### config.mk
export PLATFORM = sky130hd
export DESIGN_NAME = bus_release_seq
export DESIGN_NICKNAME = d
export VERILOG_FILES = /design/src/rtl/bus_release_pkg.sv /design/src/rtl/bus_cycle_fsm.sv /design/src/rtl/bus_req_ctrl.sv /design/src/rtl/bus_release_drv.sv /design/src/rtl/bus_release_seq.sv
export SDC_FILE = /design/constraint.sdc
export NUM_CORES = 1
export LEC_CHECK = 0
export ABC_AREA = 1
export BUFFER_PORTS_ARGS = -buffer_cell sky130_fd_sc_hd__buf_2
export CAP_MARGIN = 15
export CORE_AREA = 2 2 39 41
export DETAILED_ROUTE_END_ITERATION = 7
export DIE_AREA = 0 0 41 43
export GPL_TIMING_DRIVEN = 0
export SYNTH_ARGS = -nofsm -noshare
export SYNTH_HDL_FRONTEND = slang
export SYNTH_SLANG_ARGS = --single-unit
export TNS_END_PERCENT = 10
### constraint.sdc
create_clock -name clk -period 1.1 [get_ports clk]
set_clock_uncertainty 0.1 [all_clocks]
set_input_delay 0.055 -clock clk [delete_from_list [all_inputs] [get_ports clk]]
set_output_delay 0.055 -clock clk [all_outputs]
set_load 0.1 [all_outputs]
### src/rtl/bus_release_pkg.sv
package bus_release_pkg;

   localparam int unsigned ST_W = 3;

   typedef enum logic [ST_W-1:0] {
      ST_REL  = 3'd0,
      ST_WAIT = 3'd1,
      ST_T1   = 3'd2,
      ST_T2   = 3'd3,
      ST_T3   = 3'd4,
      ST_T4   = 3'd5,
      ST_I1   = 3'd6,
      ST_I2   = 3'd7
   } bus_st_e;

   // Transfer states in which the block drives address, data and strobes
   function automatic logic in_xfer(bus_st_e s);
      return (s == ST_T1) || (s == ST_T2) || (s == ST_T3) || (s == ST_T4);
   endfunction

   // States in which ownership is still held at the falling edge
   function automatic logic in_tenure(bus_st_e s);
      return in_xfer(s) || (s == ST_I1);
   endfunction

endpackage

### src/rtl/bus_cycle_fsm.sv
module bus_cycle_fsm
   import bus_release_pkg::*;
(
   input  logic    clk,
   input  logic    rst,
   input  logic    dma_req,
   input  logic    hold_ack,
   input  logic    last_xfer,
   output bus_st_e state,
   output bus_st_e nxt
);

   always_comb begin
      nxt = state;
      unique case (state)
         ST_REL:  if (dma_req)  nxt = ST_WAIT;
         ST_WAIT: if (hold_ack) nxt = ST_T1;
         ST_T1:   nxt = ST_T2;
         ST_T2:   nxt = ST_T3;
         ST_T3:   nxt = ST_T4;
         ST_T4:   nxt = last_xfer ? ST_I1 : ST_T1;
         ST_I1:   nxt = ST_I2;
         ST_I2:   nxt = ST_REL;
         default: nxt = ST_REL;
      endcase
   end

   always_ff @(posedge clk) begin
      if (rst) state <= ST_REL;
      else     state <= nxt;
   end

endmodule

### src/rtl/bus_req_ctrl.sv
module bus_req_ctrl
   import bus_release_pkg::*;
#(
   parameter bit EARLY_DROP_EN = 1'b1
)(
   input  logic    clk,
   input  logic    rst,
   input  bus_st_e state,
   input  bus_st_e nxt,
   input  logic    dma_req,
   input  logic    mode_sel,
   output logic    bus_req
);

   logic drop_late;
   logic drop_pt;
   logic raise_pt;

   assign drop_late = (state == ST_T4) && (nxt == ST_I1);
   assign raise_pt  = (state == ST_REL) && dma_req;

   generate
      if (EARLY_DROP_EN) begin : g_dual
         logic drop_early;
         assign drop_early = (state == ST_T1) && (nxt == ST_T2);
         assign drop_pt    = mode_sel ? drop_early : drop_late;
      end else begin : g_late_only
         logic unused_mode;
         assign unused_mode = mode_sel;
         assign drop_pt     = drop_late;
      end
   endgenerate

   always_ff @(posedge clk) begin
      if (rst)           bus_req <= 1'b0;
      else if (raise_pt) bus_req <= 1'b1;
      else if (drop_pt)  bus_req <= 1'b0;
   end

endmodule

### src/rtl/bus_release_drv.sv
module bus_release_drv
   import bus_release_pkg::*;
#(
   parameter bit DIR_IDLE = 1'b1
)(
   input  logic    clk,
   input  logic    rst,
   input  bus_st_e state,
   input  logic    cs_in,
   output logic    ad_oe,
   output logic    strb_oe,
   output logic    own_n,
   output logic    dir,
   output logic    cs_out
);

   // Falling-edge stage: floats drivers in I1, lets go of ownership in I2
   always_ff @(negedge clk) begin
      if (rst) begin
         ad_oe   <= 1'b0;
         strb_oe <= 1'b0;
         own_n   <= 1'b1;
         dir     <= DIR_IDLE;
      end else begin
         ad_oe   <= in_xfer(state);
         strb_oe <= in_xfer(state);
         own_n   <= !in_tenure(state);
         dir     <= in_tenure(state) ? !DIR_IDLE : DIR_IDLE;
      end
   end

   assign cs_out = cs_in && own_n;

endmodule

### src/rtl/bus_release_seq.sv
module bus_release_seq
   import bus_release_pkg::*;
#(
   parameter bit          EARLY_DROP_EN = 1'b1,
   parameter bit          DIR_IDLE      = 1'b1,
   parameter int unsigned STATE_BITS    = 3
)(
   input  logic                  clk,
   input  logic                  rst,
   input  logic                  dma_req,
   input  logic                  hold_ack,
   input  logic                  last_xfer,
   input  logic                  mode_sel,
   input  logic                  cs_in,
   output logic                  bus_req,
   output logic                  own_n,
   output logic                  dir,
   output logic                  ad_oe,
   output logic                  strb_oe,
   output logic                  cs_out,
   output logic [STATE_BITS-1:0] cyc_state
);

   localparam int unsigned NEED_W = ST_W;

   generate
      if (STATE_BITS != NEED_W) begin : g_bad_w
         $error("bus_release_seq: STATE_BITS must equal the state code width");
      end
   endgenerate

   bus_st_e state;
   bus_st_e nxt;

   bus_cycle_fsm u_fsm (
      .clk       (clk),
      .rst       (rst),
      .dma_req   (dma_req),
      .hold_ack  (hold_ack),
      .last_xfer (last_xfer),
      .state     (state),
      .nxt       (nxt)
   );

   bus_req_ctrl #(.EARLY_DROP_EN(EARLY_DROP_EN)) u_req (
      .clk      (clk),
      .rst      (rst),
      .state    (state),
      .nxt      (nxt),
      .dma_req  (dma_req),
      .mode_sel (mode_sel),
      .bus_req  (bus_req)
   );

   bus_release_drv #(.DIR_IDLE(DIR_IDLE)) u_drv (
      .clk     (clk),
      .rst     (rst),
      .state   (state),
      .cs_in   (cs_in),
      .ad_oe   (ad_oe),
      .strb_oe (strb_oe),
      .own_n   (own_n),
      .dir     (dir),
      .cs_out  (cs_out)
   );

   assign cyc_state = state;

endmodule

==> metrics.md <==
| Metric | Value |
|---|---|
| P&R area growth vs syn | `91.70%` |
| Yosys reg bits | `6` |
| Standard-cell row count | `14` |
| Most used DFF post-synth | `dfxtp_1` |
| Area of the mapped netlist | `286.5 um^2` |
| IO Port Bufs | `15` |
| Internal power | `approximately 0.47 mW` |
| Synth warn | `0` |
| DR vias/cell | `approximately 4.2` |
| Total die area | `about 1800 um^2` |
| Via count of the first global-routing pass | `270` |
| Die width | `a little over 40 um` |
| Starting density of the core | `between 20% and 30%` |
| Core area | `~1400 um^2` |
| NetSw | `0.3486 mW` |
| Max-cap check violation count | `0` |
| DRT Pass-1 Iters | `2` |
| Sw Share | `42.41%` |
| Total power | `slightly above 0.8 mW` |
| Num CTS Buffers | `3` |
| Slew Limit Fails | `0` |
| Clock share of power | `between 30% and 40%` |
| Synthesized instance count | `approximately 40` |
| Critical path data arrival time | `about 1.5 ns` |
| Synth Net Count | `48` |
| VDD IR-drop max | `roughly 0.53 mV` |
| Gpl congestion | `roughly 0.77` |
| Hold path depth | `3` |
| Final setup margin | `-0.5535 ns` |
| H-Tree Depth | `1` |
| RSZ-0062 raised after global routing | `yes` |
| P_leak | `roughly 0.26 nW` |
| First-pass GRT wire length | `1.076 mm` |
| WL per Instance | `between 8 and 9 um` |
| Reg clk slew, reported paths | `0.05 ns` |
| CP Data Required Time | `about 0.94 ns` |
| Hold Path Class | `in -> reg` |
| Synth top cells by count | `9 x nand2_1, 8 x inv_1, 6 x dfxtp_1, 5 x nor2_1, 3 x a21oi_1` |
| Io pins | `16` |
| HPWL after DPL | `between 500 and 600 um` |
| TritonCTS clock tree | `done` |
| Worst slew pin tran | `roughly 0.28 ns` |
| Most common cell in the netlist | `nand2_1` |
| Via count | `330` |
| Global route overflow | `0` |
| Largest area contributor in the netlist | `dfxtp_1` |
| Status | `complete, but fails checks` |
| Initial antenna violation count | `0` |
| Root buf cell | `clkbuf_4` |
| Failing checks | `negative hold slack, negative setup slack` |
| Sequential power share | `a little under a third` |
| GRT Total Usage | `under 10%` |
| Final setup vio count | `7` |
| Pin count of the biggest net entering global routing | `8` |
| Worst hold slack | `-0.001872 ns` |
| Fin nets | `between 70 and 80` |
| Maximum clock insertion buffer count | `2` |
| Total Wirelength | `between 600 and 700 um` |
| Post-synth top area share | `41.92%` |
| CP Class | `reg -> out` |
| Power share of the combinational group | `38.3%` |
| Crit path launch type | `flop` |
| Layout cells sized above 1 | `a little over half` |
| Synth area leaders | `dfxtp_1 42%, nand2_1 12%, inv_1 10%` |
| EDFF count, synth | `0` |
| Seq/Total Area, Yosys | `between 40% and 50%` |
| Post-route insts no fill | `79` |
| Clock latency on the worst-skew pair | `0.26 ns` |
| DRC | `0` |
| Reg2Reg Depth | `4` |
| Worst-path maximum fanout | `3` |
| Placed cell count | `72` |
| Antenna fix cells | `0` |
| Cell variety after synth | `13` |
| Die span in y | `43 um` |
| Clock sink total | `6` |
| DR iter-0 viols | `9` |
| Fin. Hold Viols | `1` |
| Slew margin rel. | `roughly 80%` |
| Synth Area per Inst | `between 6 and 7 um^2` |
| Post-DRT Antenna Nets | `0` |
| Async SR Flop Fraction | `0%` |
| PD cells | `1497 nW/um^2` |
| CP Capture Type | `primary output` |
cell families (layout without fill, tap and decap cells):
logic type	count (synthesis)	after routing	share of synthesized area, %
and+or+nand+nor	18	18	28.38
buffers and inverters	11	33	17.03
DFF	6	6	41.92
AOI/OAI and AO/OA	6	6	12.67
worst max-delay path: stages (launching register included):
cell and delay, ns:
dfxtp_4 0.34, nand2_4 0.06, clkinvlp_4 0.08, buf_8 0.17
final cells by class:
class | count | area [um^2]
fill | 161 | 834.6
timing repair buffer | 17 | 166.4
sequential | 6 | 138.9
multi-input combinational | 24 | 135.1
inverter | 8 | 36.28
clock buffer | 4 | 26.28
tap | 16 | 20.02
buffer | 2 | 18.77
clock inverter | 2 | 7.507
timing repair:
action	CTS	global route
hold endpoints to repair	4	0
hold buffers	2	0
buffers inserted	0	0
pin swaps	1	0
setup endpoints to repair	11	9
resized for setup	23	4
worst paths after layout:
check	from	to	slack, ns
worst max-delay path	u_drv.dir$_SDFF_NP1_	cs_out	-0.55
worst min-delay path	hold_ack	u_fsm.state[1]$_SDFF_PP0_	-0.002
worst min register to register	u_req.bus_req$_SDFFE_PP0P_	u_req.bus_req$_SDFFE_PP0P_	0.43
worst max register to register	u_fsm.state[1]$_SDFF_PP0_	u_drv.ad_oe$_SDFF_NP0_	-0.25
cells in the final DEF, fill, tap and decap left out, drive strengths merged:
| cell | instances |
|---|---|
| a211oi | 1 |
| a21oi | 3 |
| buf | 17 |
| clkbuf | 4 |
| clkinvlp | 1 |
| dfxtp | 6 |
| dlygate4sd3 | 2 |
| inv | 9 |
| nand2 | 9 |
| nand3 | 2 |
| nor2 | 6 |
| nor4 | 1 |
| o211ai | 1 |
| o22ai | 1 |
layer usage:
layer	vias up	share of wire, %	track usage [%]
li1	173	-	-
met1	141	41	9.677
met2	16	48	13.44
met3	0	11	7.853
met5	-	0	0
met4	0	0	6.000
through the flow:
stage,utilization [%],instance area (um^2),worst slack (ns),setup TNS [ns]
floorplan,-,316.6,-0.5471,-3.142
global placement,29.75,411.6,-0.4435,-2.625
detailed placement,29.75,411.6,-0.4485,-2.668
CTS,38.70,535.5,-0.5610,-3.088
global route,39.69,549.3,-0.5938,-3.288
finish,39.69,549.3,-0.5535,-3.057
sequential cells by signal, summed over array words and instances, names as in the netlist:
register	count
u_drv.ad_oe	1
u_drv.dir	1
u_fsm.state	3
u_req.bus_req	1
power by group through the flow:
stage               Combinational (mW)  Sequential [mW]  Clock [mW]
finish                           0.315            0.252       0.255
global route                     0.329            0.255       0.280
CTS                              0.310            0.250       0.264
detailed placement               0.265            0.251      0.0169
global placement                 0.264            0.250      0.0169
floorplan                        0.106            0.365      0.0169
Note: power is estimated with default switching activity, not from simulation.
